[src/rtl/rtc_pkg.sv]
package rtc_pkg;
  localparam int unsigned FLD_SEC  = 0;
  localparam int unsigned FLD_MIN  = 1;
  localparam int unsigned FLD_HOUR = 2;
  localparam int unsigned FLD_DATE = 3;
  localparam int unsigned FLD_WDAY = 4;
  localparam int unsigned NUM_FLD  = 5;

  function automatic logic [7:0] bcd_inc(input logic [7:0] v);
    if (v[3:0] == 4'd9) return {v[7:4] + 4'd1, 4'd0};
    return {v[7:4], v[3:0] + 4'd1};
  endfunction

  function automatic logic leap_yr(input logic [7:0] y);
    logic [7:0] bin;
    bin = ({4'd0, y[7:4]} * 8'd10) + {4'd0, y[3:0]};
    return bin[1:0] == 2'b00;
  endfunction

  function automatic logic [7:0] month_end(input logic [7:0] m, input logic [7:0] y);
    case (m)
      8'h02:                      return leap_yr(y) ? 8'h29 : 8'h28;
      8'h04, 8'h06, 8'h09, 8'h11: return 8'h30;
      default:                    return 8'h31;
    endcase
  endfunction
endpackage

[src/rtl/rtc_prescaler.sv]
module rtc_prescaler #(
  parameter int unsigned PA_W    = 7,
  parameter int unsigned PS_W    = 13,
  parameter int unsigned PA_INIT = 127,
  parameter int unsigned PS_INIT = 255,
  parameter int unsigned CAL_BIT = 5
) (
  input  logic clk_i,
  input  logic rst_ni,
  input  logic hold_i,
  output logic tick_o,
  output logic cal_o
);
  localparam logic [PA_W-1:0] A_RLD = PA_W'(PA_INIT);
  localparam logic [PS_W-1:0] S_RLD = PS_W'(PS_INIT);

  logic [PA_W-1:0] a_q;
  logic [PS_W-1:0] s_q;
  logic a_wrap;

  assign a_wrap = (a_q == '0);
  assign tick_o = a_wrap && (s_q == '0) && !hold_i;
  assign cal_o  = a_q[CAL_BIT];

  always_ff @(posedge clk_i or negedge rst_ni) begin
    if (!rst_ni) begin
      a_q <= A_RLD;
      s_q <= S_RLD;
    end else if (hold_i) begin
      a_q <= A_RLD;
      s_q <= S_RLD;
    end else begin
      a_q <= a_wrap ? A_RLD : a_q - 1'b1;
      if (a_wrap) s_q <= (s_q == '0) ? S_RLD : s_q - 1'b1;
    end
  end
endmodule

[src/rtl/rtc_bcd_cal.sv]
module rtc_bcd_cal
  import rtc_pkg::*;
(
  input  logic       clk_i,
  input  logic       rst_ni,
  input  logic       tick_i,
  input  logic       load_i,
  input  logic       fmt12_i,
  input  logic [7:0] ld_sec_i,
  input  logic [7:0] ld_min_i,
  input  logic [7:0] ld_hour_i,
  input  logic       ld_pm_i,
  input  logic [2:0] ld_wday_i,
  input  logic [7:0] ld_date_i,
  input  logic [7:0] ld_month_i,
  input  logic [7:0] ld_year_i,
  output logic [7:0] sec_o,
  output logic [7:0] min_o,
  output logic [7:0] hour_o,
  output logic       pm_o,
  output logic [2:0] wday_o,
  output logic [7:0] date_o,
  output logic [7:0] month_o,
  output logic [7:0] year_o
);
  logic [7:0] sec_n, min_n, hour_n, date_n, month_n, year_n;
  logic [2:0] wday_n;
  logic       pm_n, c_min, c_hr, c_day;

  always_comb begin
    min_n   = min_o;
    hour_n  = hour_o;
    pm_n    = pm_o;
    wday_n  = wday_o;
    date_n  = date_o;
    month_n = month_o;
    year_n  = year_o;
    c_day   = 1'b0;
    c_min   = (sec_o == 8'h59);
    c_hr    = c_min && (min_o == 8'h59);
    sec_n   = c_min ? 8'h00 : bcd_inc(sec_o);
    if (c_min) min_n = (min_o == 8'h59) ? 8'h00 : bcd_inc(min_o);
    if (c_hr) begin
      if (fmt12_i) begin
        if (hour_o == 8'h11) begin
          hour_n = 8'h12;
          pm_n   = ~pm_o;
          c_day  = pm_o;
        end else if (hour_o == 8'h12) begin
          hour_n = 8'h01;
        end else begin
          hour_n = bcd_inc(hour_o);
        end
      end else if (hour_o == 8'h23) begin
        hour_n = 8'h00;
        c_day  = 1'b1;
      end else begin
        hour_n = bcd_inc(hour_o);
      end
    end
    if (c_day) begin
      wday_n = (wday_o == 3'd7) ? 3'd1 : wday_o + 3'd1;
      if (date_o == month_end(month_o, year_o)) begin
        date_n = 8'h01;
        if (month_o == 8'h12) begin
          month_n = 8'h01;
          year_n  = (year_o == 8'h99) ? 8'h00 : bcd_inc(year_o);
        end else begin
          month_n = bcd_inc(month_o);
        end
      end else begin
        date_n = bcd_inc(date_o);
      end
    end
  end

  always_ff @(posedge clk_i or negedge rst_ni) begin
    if (!rst_ni) begin
      sec_o   <= 8'h00;
      min_o   <= 8'h00;
      hour_o  <= 8'h00;
      pm_o    <= 1'b0;
      wday_o  <= 3'd1;
      date_o  <= 8'h01;
      month_o <= 8'h01;
      year_o  <= 8'h00;
    end else if (load_i) begin
      sec_o   <= ld_sec_i;
      min_o   <= ld_min_i;
      hour_o  <= ld_hour_i;
      pm_o    <= ld_pm_i;
      wday_o  <= ld_wday_i;
      date_o  <= ld_date_i;
      month_o <= ld_month_i;
      year_o  <= ld_year_i;
    end else if (tick_i) begin
      sec_o   <= sec_n;
      min_o   <= min_n;
      hour_o  <= hour_n;
      pm_o    <= pm_n;
      wday_o  <= wday_n;
      date_o  <= date_n;
      month_o <= month_n;
      year_o  <= year_n;
    end
  end
endmodule

[src/rtl/rtc_alarm.sv]
module rtc_alarm
  import rtc_pkg::*;
(
  input  logic               clk_i,
  input  logic               rst_ni,
  input  logic               tick_i,
  input  logic               clr_i,
  input  logic [NUM_FLD-1:0] mask_i,
  input  logic [7:0]         a_sec_i,
  input  logic [7:0]         a_min_i,
  input  logic [7:0]         a_hour_i,
  input  logic               a_pm_i,
  input  logic [2:0]         a_wday_i,
  input  logic [7:0]         a_date_i,
  input  logic [7:0]         sec_i,
  input  logic [7:0]         min_i,
  input  logic [7:0]         hour_i,
  input  logic               pm_i,
  input  logic [2:0]         wday_i,
  input  logic [7:0]         date_i,
  output logic               flag_o
);
  logic [NUM_FLD-1:0] hit;
  logic tick_d;

  // compare the value the tick just produced
  assign hit[FLD_SEC]  = mask_i[FLD_SEC]  || (sec_i == a_sec_i);
  assign hit[FLD_MIN]  = mask_i[FLD_MIN]  || (min_i == a_min_i);
  assign hit[FLD_HOUR] = mask_i[FLD_HOUR] || ({pm_i, hour_i} == {a_pm_i, a_hour_i});
  assign hit[FLD_DATE] = mask_i[FLD_DATE] || (date_i == a_date_i);
  assign hit[FLD_WDAY] = mask_i[FLD_WDAY] || (wday_i == a_wday_i);

  always_ff @(posedge clk_i or negedge rst_ni) begin
    if (!rst_ni) begin
      tick_d <= 1'b0;
      flag_o <= 1'b0;
    end else begin
      tick_d <= tick_i;
      if (tick_d && (&hit)) flag_o <= 1'b1;
      else if (clr_i)       flag_o <= 1'b0;
    end
  end
endmodule

[src/rtl/rtc_calendar.sv]
module rtc_calendar
  import rtc_pkg::*;
#(
  parameter int unsigned NUM_ALM = 2,
  parameter int unsigned PA_W    = 7,
  parameter int unsigned PS_W    = 13,
  parameter int unsigned PA_INIT = 127,
  parameter int unsigned PS_INIT = 255,
  parameter int unsigned CAL_BIT = 5
) (
  input  logic                             clk_i,
  input  logic                             rst_ni,
  input  logic                             fmt12_i,
  input  logic                             load_i,
  input  logic [7:0]                       ld_sec_i,
  input  logic [7:0]                       ld_min_i,
  input  logic [7:0]                       ld_hour_i,
  input  logic                             ld_pm_i,
  input  logic [2:0]                       ld_wday_i,
  input  logic [7:0]                       ld_date_i,
  input  logic [7:0]                       ld_month_i,
  input  logic [7:0]                       ld_year_i,
  input  logic [NUM_ALM-1:0][7:0]          alm_sec_i,
  input  logic [NUM_ALM-1:0][7:0]          alm_min_i,
  input  logic [NUM_ALM-1:0][7:0]          alm_hour_i,
  input  logic [NUM_ALM-1:0]               alm_pm_i,
  input  logic [NUM_ALM-1:0][2:0]          alm_wday_i,
  input  logic [NUM_ALM-1:0][7:0]          alm_date_i,
  input  logic [NUM_ALM-1:0][NUM_FLD-1:0]  alm_mask_i,
  input  logic [NUM_ALM-1:0]               alm_clr_i,
  output logic [7:0]                       sec_o,
  output logic [7:0]                       min_o,
  output logic [7:0]                       hour_o,
  output logic                             pm_o,
  output logic [2:0]                       wday_o,
  output logic [7:0]                       date_o,
  output logic [7:0]                       month_o,
  output logic [7:0]                       year_o,
  output logic [NUM_ALM-1:0]               alm_flag_o,
  output logic                             tick_o,
  output logic                             cal_o
);
  rtc_prescaler #(
    .PA_W(PA_W), .PS_W(PS_W), .PA_INIT(PA_INIT), .PS_INIT(PS_INIT), .CAL_BIT(CAL_BIT)
  ) u_presc (
    .clk_i(clk_i), .rst_ni(rst_ni), .hold_i(load_i), .tick_o(tick_o), .cal_o(cal_o)
  );

  rtc_bcd_cal u_cal (
    .clk_i(clk_i), .rst_ni(rst_ni), .tick_i(tick_o), .load_i(load_i), .fmt12_i(fmt12_i),
    .ld_sec_i(ld_sec_i), .ld_min_i(ld_min_i), .ld_hour_i(ld_hour_i), .ld_pm_i(ld_pm_i),
    .ld_wday_i(ld_wday_i), .ld_date_i(ld_date_i), .ld_month_i(ld_month_i),
    .ld_year_i(ld_year_i),
    .sec_o(sec_o), .min_o(min_o), .hour_o(hour_o), .pm_o(pm_o), .wday_o(wday_o),
    .date_o(date_o), .month_o(month_o), .year_o(year_o)
  );

  for (genvar k = 0; k < NUM_ALM; k++) begin : g_alm
    rtc_alarm u_alm (
      .clk_i(clk_i), .rst_ni(rst_ni), .tick_i(tick_o), .clr_i(alm_clr_i[k]),
      .mask_i(alm_mask_i[k]), .a_sec_i(alm_sec_i[k]), .a_min_i(alm_min_i[k]),
      .a_hour_i(alm_hour_i[k]), .a_pm_i(alm_pm_i[k]), .a_wday_i(alm_wday_i[k]),
      .a_date_i(alm_date_i[k]),
      .sec_i(sec_o), .min_i(min_o), .hour_i(hour_o), .pm_i(pm_o), .wday_i(wday_o),
      .date_i(date_o), .flag_o(alm_flag_o[k])
    );
  end
endmodule

[config.mk]
export PLATFORM = sky130hd
export DESIGN_NAME = rtc_calendar
export DESIGN_NICKNAME = d
export VERILOG_FILES = /design/src/rtl/rtc_pkg.sv /design/src/rtl/rtc_prescaler.sv /design/src/rtl/rtc_bcd_cal.sv /design/src/rtl/rtc_alarm.sv /design/src/rtl/rtc_calendar.sv
export SDC_FILE = /design/constraint.sdc
export NUM_CORES = 1
export LEC_CHECK = 0
export BUFFER_PORTS_ARGS = -buffer_cell sky130_fd_sc_hd__buf_2
export CORE_MARGIN = 2
export CORE_UTILIZATION = 55
export DETAILED_ROUTE_END_ITERATION = 8
export HOLD_SLACK_MARGIN = 0.1
export PLACE_DENSITY_LB_ADDON = 0.12
export SYNTH_ARGS = -nofsm -noshare
export SYNTH_HDL_FRONTEND = slang
export SYNTH_SLANG_ARGS = --single-unit
[constraint.sdc]
create_clock -name clk_i -period 4.9 [get_ports clk_i]
set_input_delay 0.49 -clock clk_i [delete_from_list [all_inputs] [get_ports clk_i]]
set_output_delay 0.49 -clock clk_i [all_outputs]
set_load 0.01 [all_outputs]
==> results.tsv, run 1 <==
metric	value	unit
outcome	complete, no violations	
synth warn	0	
CP Launch Type	flop	
maxcap violations	0	
power density over the cells	239.1	nW/um^2
Worst Path Arrival	3.10	ns
Die Area	10820	sq um
DR vias	5463	
worst hold path class	in -> async	
area of the multi-input gates	3358	sq um
Place WS	1.614	ns
antenna violations before repair	1	
endpoint type of the worst setup path	output port	
RSZ-0062 raised after global routing	false	
commonest non-fill, non-tap cells in the layout	194 x buf_2, 65 x xor2_1, 57 x dfrtp_1	
core box area	9729	sq um
critical path type	reg -> out	
CP cell instances	inv_1, ha_1, or3b_1, or4_1, nor4_2, and2_1, buf_2	
wire per inst	16.72	um
effective utilization at floorplan	0.5657	
Slew Limit Headroom	0.3005	
Resized cells post-CTS	0	
Reg2Reg Depth	9	
gp weighted congestion	0.9365	
vias per cell	5.787	
grt ovf	0	
Peak Freq	278.3	MHz
Area Growth Syn to Fin	21.80	%
Nets	971	
Final Power	1.603	mW
maximum clock path buffer count	2	
postcts setup bufs	0	
fraction of registers with async set/reset	1.000	
Yosys cell types	74	
Max VDD drop	0.1561	mV
final core occ	0.6890	
largest net degree at the start of global routing	76	
vias in the first global route	5494	
drt pass-1 iters	5	
DRT iter0 DRCs	322	
Avg Synthesized Cell Area	8.709	sq um
Reg area	1899	sq um
htree depth	3	
crit share post-route	0.7334	
WP depth	7	
CTS Hold Bufs	0	
CTS tree	done	
Post-synth EDFFs	0	
FILL cells	846	
Skew-Pair Late Insertion Delay	0.35	ns
most used flip-flop cell after synthesis	dfrtp_1	
worst clock skew	0.01157	ns
standard-cell row count	36	
syn nets	797	
drt total wl	15.79	mm
GRT Total Usage	0.2924	
Routed Antenna Nets	0	
Top delay family on crit path	simple AND/OR/NAND/NOR gates	
DP HPWL	11.82	mm
most common cell after layout, fill and taps aside	buf_2	
Slowest-stage cell, CP	nor4_2	
Port Buffers	195	
total negative slack	0	ns
root buffer cell	clkbuf_8	
number of buffers created by CTS	9	
Ant. Diodes	0	
Worst EP required	4.41	ns
synthesized cell area	5504	sq um
Seq/Total Area, Yosys	0.3451	
Final Hold Vio Count	0	
Clock transition at path regs	0.09	ns
# DRC	0	
Post-Synthesis Cells	632	
min cycle time layout	3.594	ns
worst setup margin	1.306	ns
# setup viols final	0	
Yosys reg bits	75	
crit-path max FO	9	
Worst Tran Pin Value	1.040	ns
Min Hold Slack	0.2787	ns
first-pass GRT wire length	26.05	mm
WP buf/inv	2	
CTS Sinks	75	
Leak Pwr	3.118	nW
die width	104.0	um
Ports	196	
share of cells above drive strength 1	0.3083	
CP max stage delay	0.78	ns
Die Y	104.0	um
Slew Viols, Final	0	
==> cells in the mapped netlist, drive strengths merged (9+ instances only) <==
cell     n  share of area
clkbuf  25          0.017
buf      9         0.0091
a31oi    9          0.010
dfrtp   57           0.26
o21ai   56          0.051
nand2   58          0.040
nor2    32          0.026
nand4   10          0.013
nand3   20          0.019
nor2b    9          0.010
inv     26          0.018
xnor2   24          0.038
ha      25          0.057
xor2    65           0.10
a21oi   35          0.032
nor3    21          0.020
nor4    22          0.029
dfstp   18          0.086
==> flip-flops by register name, indices dropped and copies added (netlist names) <==
register            flops
g_alm.u_alm.flag_o      2
g_alm.u_alm.tick_d      1
u_cal.date_o            8
u_cal.hour_o            8
u_cal.min_o             8
u_cal.month_o           8
u_cal.pm_o              1
u_cal.sec_o             8
u_cal.wday_o            3
u_cal.year_o            8
u_presc.a_q             7
u_presc.s_q            13
==> logic make-up (layout without fill, tap and decap cells) <==
kind of cell	count (synthesis)	after routing	synth area share
xor gates and xnor gates	89	89	0.1416
AOI/OAI and AO/OA	142	142	0.1559
muxes	10	10	0.01910
DFF	75	75	0.3451
and+or+nand+nor	230	230	0.2366
adders and majority gates	25	25	0.05683
buffers and inverters	61	240	0.04478
==> worst paths after layout <==
path	startpoint	endpoint	slack (ns)
worst max register to register	u_presc.a_q[0]$_DFF_PN1_	u_cal.year_o[0]$_DFFE_PN0P_	1.64
max in group asynchronous	rst_ni	u_cal.pm_o$_DFFE_PN0P_	3.99
min in group clk_i	alm_clr_i[1]	g_alm[1].u_alm.flag_o$_DFFE_PN0P_	0.33
worst min register to register	u_presc.a_q[0]$_DFF_PN1_	u_presc.a_q[0]$_DFF_PN1_	0.46
worst min-delay path	rst_ni	u_cal.min_o[6]$_DFFE_PN0P_	0.28
worst max-delay path	u_presc.a_q[0]$_DFF_PN1_	tick_o	1.31
==> metrics by stage <==
stage	area (sq um)	cells
finish	6704	944
global route	6704	944
CTS	6704	944
detailed placement	6519	928
global placement	6519	928
floorplan	5504	632
==> layout make-up <==
class	count	area share
well taps	133	0.02482
flip-flops and latches	75	0.2833
clock inverters	6	0.007092
inverters	27	0.01512
clock buffers	10	0.02053
repair buffers	197	0.1482
multi-input cells	496	0.5009
==> where the power goes <==
part	total, mW	switching, mW	internal, mW
clock network	0.455	0.252	0.203
registers	0.769	0.103	0.666
logic	0.378	0.194	0.184
==> layer usage <==
layer | vias up | share of wire | GRT usage
met5 | - | 0.00070 | 0
met3 | 32 | 0.073 | 0.05388
met1 | 2575 | 0.42 | 0.3801
met2 | 246 | 0.48 | 0.4930
li1 | 2608 | - | -
met4 | 2 | 0.025 | 0.09556
Note: power is estimated with default switching activity, not from simulation.
==> run 2: changes to the inputs <==
--- a/config.mk
+++ b/config.mk
@@ -5,9 +5,10 @@
 export SDC_FILE = /design/constraint.sdc
 export NUM_CORES = 1
 export LEC_CHECK = 0
+export ABC_AREA = 1
 export BUFFER_PORTS_ARGS = -buffer_cell sky130_fd_sc_hd__buf_2
 export CORE_MARGIN = 2
-export CORE_UTILIZATION = 55
+export CORE_UTILIZATION = 52
 export DETAILED_ROUTE_END_ITERATION = 8
 export HOLD_SLACK_MARGIN = 0.1
 export PLACE_DENSITY_LB_ADDON = 0.12
==> constraint.sdc (replaced) <==
create_clock -name clk_i -period 3.6 [get_ports clk_i]
set_input_delay 0.36 -clock clk_i [delete_from_list [all_inputs] [get_ports clk_i]]
set_output_delay 0.36 -clock clk_i [all_outputs]
set_load 0.01 [all_outputs]
==> results.tsv, run 2 <==
metric	value	unit	change
outcome	complete, no violations		unchanged
Seq/Total Area, Yosys	0.3286		was 0.3451
largest net degree at the start of global routing	76		unchanged
Sw Ratio	0.3442		was 0.3425
endpoint type of the worst setup path	flop		was output port
antenna violations before repair	0		was 1
# setup viols final	0		unchanged
drt pass-1 iters	5		unchanged
reg2reg setup slack	1.29	ns	was 1.64 ns
number of buffers created by CTS	9		unchanged
CTS tree	done		unchanged
Post-Synthesis Cells	802		was 632
Avg Synthesized Cell Area	7.206	sq um	was 8.709 sq um
Worst EP required	3.87	ns	was 4.41 ns
Internal	1.824	mW	was 1.054 mW
FILL cells	1010		was 846
drt total wl	15.58	mm	was 15.79 mm
vias per cell	5.112		was 5.787
syn nets	967		was 797
Die Y	109.4	um	was 104.0 um
Slew Limit Headroom	0.3507		was 0.3005
power density over the cells	392.8	nW/um^2	was 239.1 nW/um^2
Area Growth Syn to Fin	22.49	%	was 21.80%
post-synth top area share	0.2468		was 0.2591
Port Buffers	195		unchanged
fraction of registers with async set/reset	1.000		unchanged
grt ovf	0		unchanged
Top delay family on crit path	simple AND/OR/NAND/NOR gates		unchanged
root buffer cell	clkbuf_8		unchanged
Die Area	11970	sq um	was 10820 sq um
most frequent cells after synthesis	217 x nand2_1, 77 x inv_1, 67 x nor2_1, 65 x o21ai_0, 59 x xor2_1		was 65 x xor2_1, 57 x dfrtp_1, 56 x nand2_1, 52 x o21ai_0, 35 x a21oi_1
WP buf/inv	1		was 2
Routed Antenna Nets	0		unchanged
Yosys cell types	42		was 74
gp weighted congestion	0.8801		was 0.9365
Reg power frac	0.408		was 0.480
crit-path max FO	11		was 9
most common cell in the netlist	nand2_1		was xor2_1
wire per inst	13.80	um	was 16.72 um
first-pass GRT wire length	25.02	mm	was 26.05 mm
die width	109.4	um	was 104.0 um
top cells by area, synth	dfrtp_1 25%, nand2_1 14%, xor2_1 8.9%		was dfrtp_1 26%, xor2_1 10%, dfstp_2 8.6%
P_sw	957.1	uW	was 549.0 uW
DP HPWL	11.95	mm	was 11.82 mm
GRT Total Usage	0.2661		was 0.2924
vias in the first global route	5177		was 5494
maxcap violations	0		unchanged
Skew-Pair Late Insertion Delay	0.35	ns	about the same
most common cell after layout, fill and taps aside	nand2_1		was buf_2
RSZ-0062 raised after global routing	false		unchanged
Slew Viols, Final	0		unchanged
worst clock skew	0.004474	ns	was 0.01157 ns
Worst Path Arrival	2.58	ns	was 3.10 ns
Max VDD drop	0.2103	mV	was 0.1561 mV
DRT iter0 DRCs	348		was 322
Nets	1149		was 971
# DRC	0		unchanged
CP max stage delay	0.37	ns	was 0.78 ns
share of cells above drive strength 1	0.2770		was 0.3083
leading area contributor after synthesis	dfrtp_1		unchanged
Leak Pwr	3.757	nW	was 3.118 nW
core box area	10840	sq um	was 9729 sq um
postcts setup bufs	0		unchanged
critical path type	reg -> reg		was reg -> out
Post-synth EDFFs	0		unchanged
Most flops, register	u_presc.s_q		unchanged
crit share post-route	0.6408		
Peak Freq	433.5	MHz	
critical path's most frequent cell	nand2_1		
synth warn	0		unchanged
CP Launch Type	flop		unchanged
most used flip-flop cell after synthesis	dfrtp_1		unchanged
standard-cell row count	38		was 36
Ant. Diodes	0		unchanged
worst hold path class	in -> async		unchanged
CP cell instances	inv_1, ha_1, nand2_2, nor3_4, nand4_1, nand2_1, nand2_1, nor2_2, nor2_1, a31oi_1		was inv_1, ha_1, or3b_1, or4_1, nor4_2, and2_1, buf_2
maximum clock path buffer count	2		unchanged
Ports	196		unchanged
htree depth	3		unchanged
Worst Tran Pin Value	0.9740	ns	was 1.040 ns
Resized cells post-CTS	0		unchanged
Slowest-stage cell, CP	dfstp_2		was nor4_2
final core occ	0.6530		was 0.6890
Final Hold Vio Count	0		unchanged
Clock transition at path regs	0.08	ns	was 0.09 ns
Yosys reg bits	75		unchanged
min cycle time layout	2.307	ns	
Clk network pwr share	0.309		was 0.284
commonest non-fill, non-tap cells in the layout	217 x nand2_1, 194 x buf_2, 77 x inv_1		was 194 x buf_2, 65 x xor2_1, 57 x dfrtp_1
CTS Sinks	75		unchanged
synthesized cell area	5779	sq um	was 5504 sq um
combinational share of power	0.283		was 0.236
DR vias	5771		was 5463
max reg flops	13		unchanged
total negative slack	0	ns	unchanged
CTS Hold Bufs	0		unchanged
effective utilization at floorplan	0.5331		was 0.5657
-- run 2: cell types whose count changed after synthesis, sizes merged, moves of 8 or more --
| cell | previous run | this run |
|---|---|---|
| a21oi | 35 | 19 |
| clkbuf | 25 | 14 |
| inv | 26 | 82 |
| nand2 | 58 | 225 |
| nand3 | 20 | 50 |
| nor2 | 32 | 81 |
| nor2b | 9 | 0 |
| nor3b | 8 | 0 |
| nor4 | 22 | 6 |
| o21ai | 56 | 70 |
| or4 | 8 | 0 |
-- run 2: final timing paths --
path,start,end,depth (start not counted)
max in group asynchronous,rst_ni,u_cal.year_o[0]$_DFFE_PN0P_,1
worst min-delay path,rst_ni,u_cal.sec_o[2]$_DFFE_PN0P_,1
min in group clk_i,ld_sec_i[0],u_cal.sec_o[0]$_DFFE_PN0P_,3
worst max register to register,u_presc.a_q[0]$_DFF_PN1_,u_cal.min_o[7]$_DFFE_PN0P_,10
worst max-delay path,u_presc.a_q[0]$_DFF_PN1_,u_cal.min_o[7]$_DFFE_PN0P_,10
worst min register to register,u_presc.a_q[0]$_DFF_PN1_,u_presc.a_q[0]$_DFF_PN1_,1
-- run 2: logic make-up after synthesis --
logic type                 after synthesis  share of synthesized area
and+or+nand+nor                        403                     0.3122
adders and majority gates               25                    0.05412
DFF                                     75                     0.3286
buffers and inverters                  109                    0.07751
xor gates and xnor gates                81                     0.1228
AOI/OAI and AO/OA                      109                     0.1048
-- run 2: layout make-up --
type / instances / area (sq um) / share of cell area
Tap cell: 140 / 175.2 / 0.02474
Sequential cell: 75 / 1899 / 0.2683
Clock inverter: 7 / 140.1 / 0.01979
Multi-Input combinational cell: 618 / 3432 / 0.4848
Clock buffer: 9 / 123.9 / 0.01750
Inverter: 82 / 307.8 / 0.04348
Timing Repair Buffer: 198 / 1001 / 0.1414
-- run 2: routing by layer --
layer,global-route usage,vias up,wire [um]
met5,0,-,0
met1,0.3633,2604,7171
met4,0.08770,0,291
met3,0.03320,25,958
li1,-,2936,-
met2,0.4387,206,7155
-- run 2: power groups by stage --
stage | clock (mW) | combinational, mW | sequential, mW
2_1_floorplan | 0 | 0.508 | 1.11
3_3_place_gp | 0 | 0.775 | 1.15
3_5_place_dp | 0 | 0.788 | 1.15
4_1_cts | 0.870 | 0.794 | 1.13
5_1_grt | 0.905 | 0.905 | 1.16
6_report | 0.860 | 0.786 | 1.13
-- run 2: through the flow --
step	area [sq um]	power (mW)	hold WS [ns]	instances	worst slack, ns
finish	7079	2.781	0.1310	1129	1.293
global route	7079	2.968	0.2046	1129	1.101
CTS	7079	2.796	0.1756	1129	1.315
detailed placement	6815	1.935	0.4422	1113	1.335
global placement	6815	1.923	0.4404	1113	1.390
floorplan	5779	1.621	0.06441	802	1.757
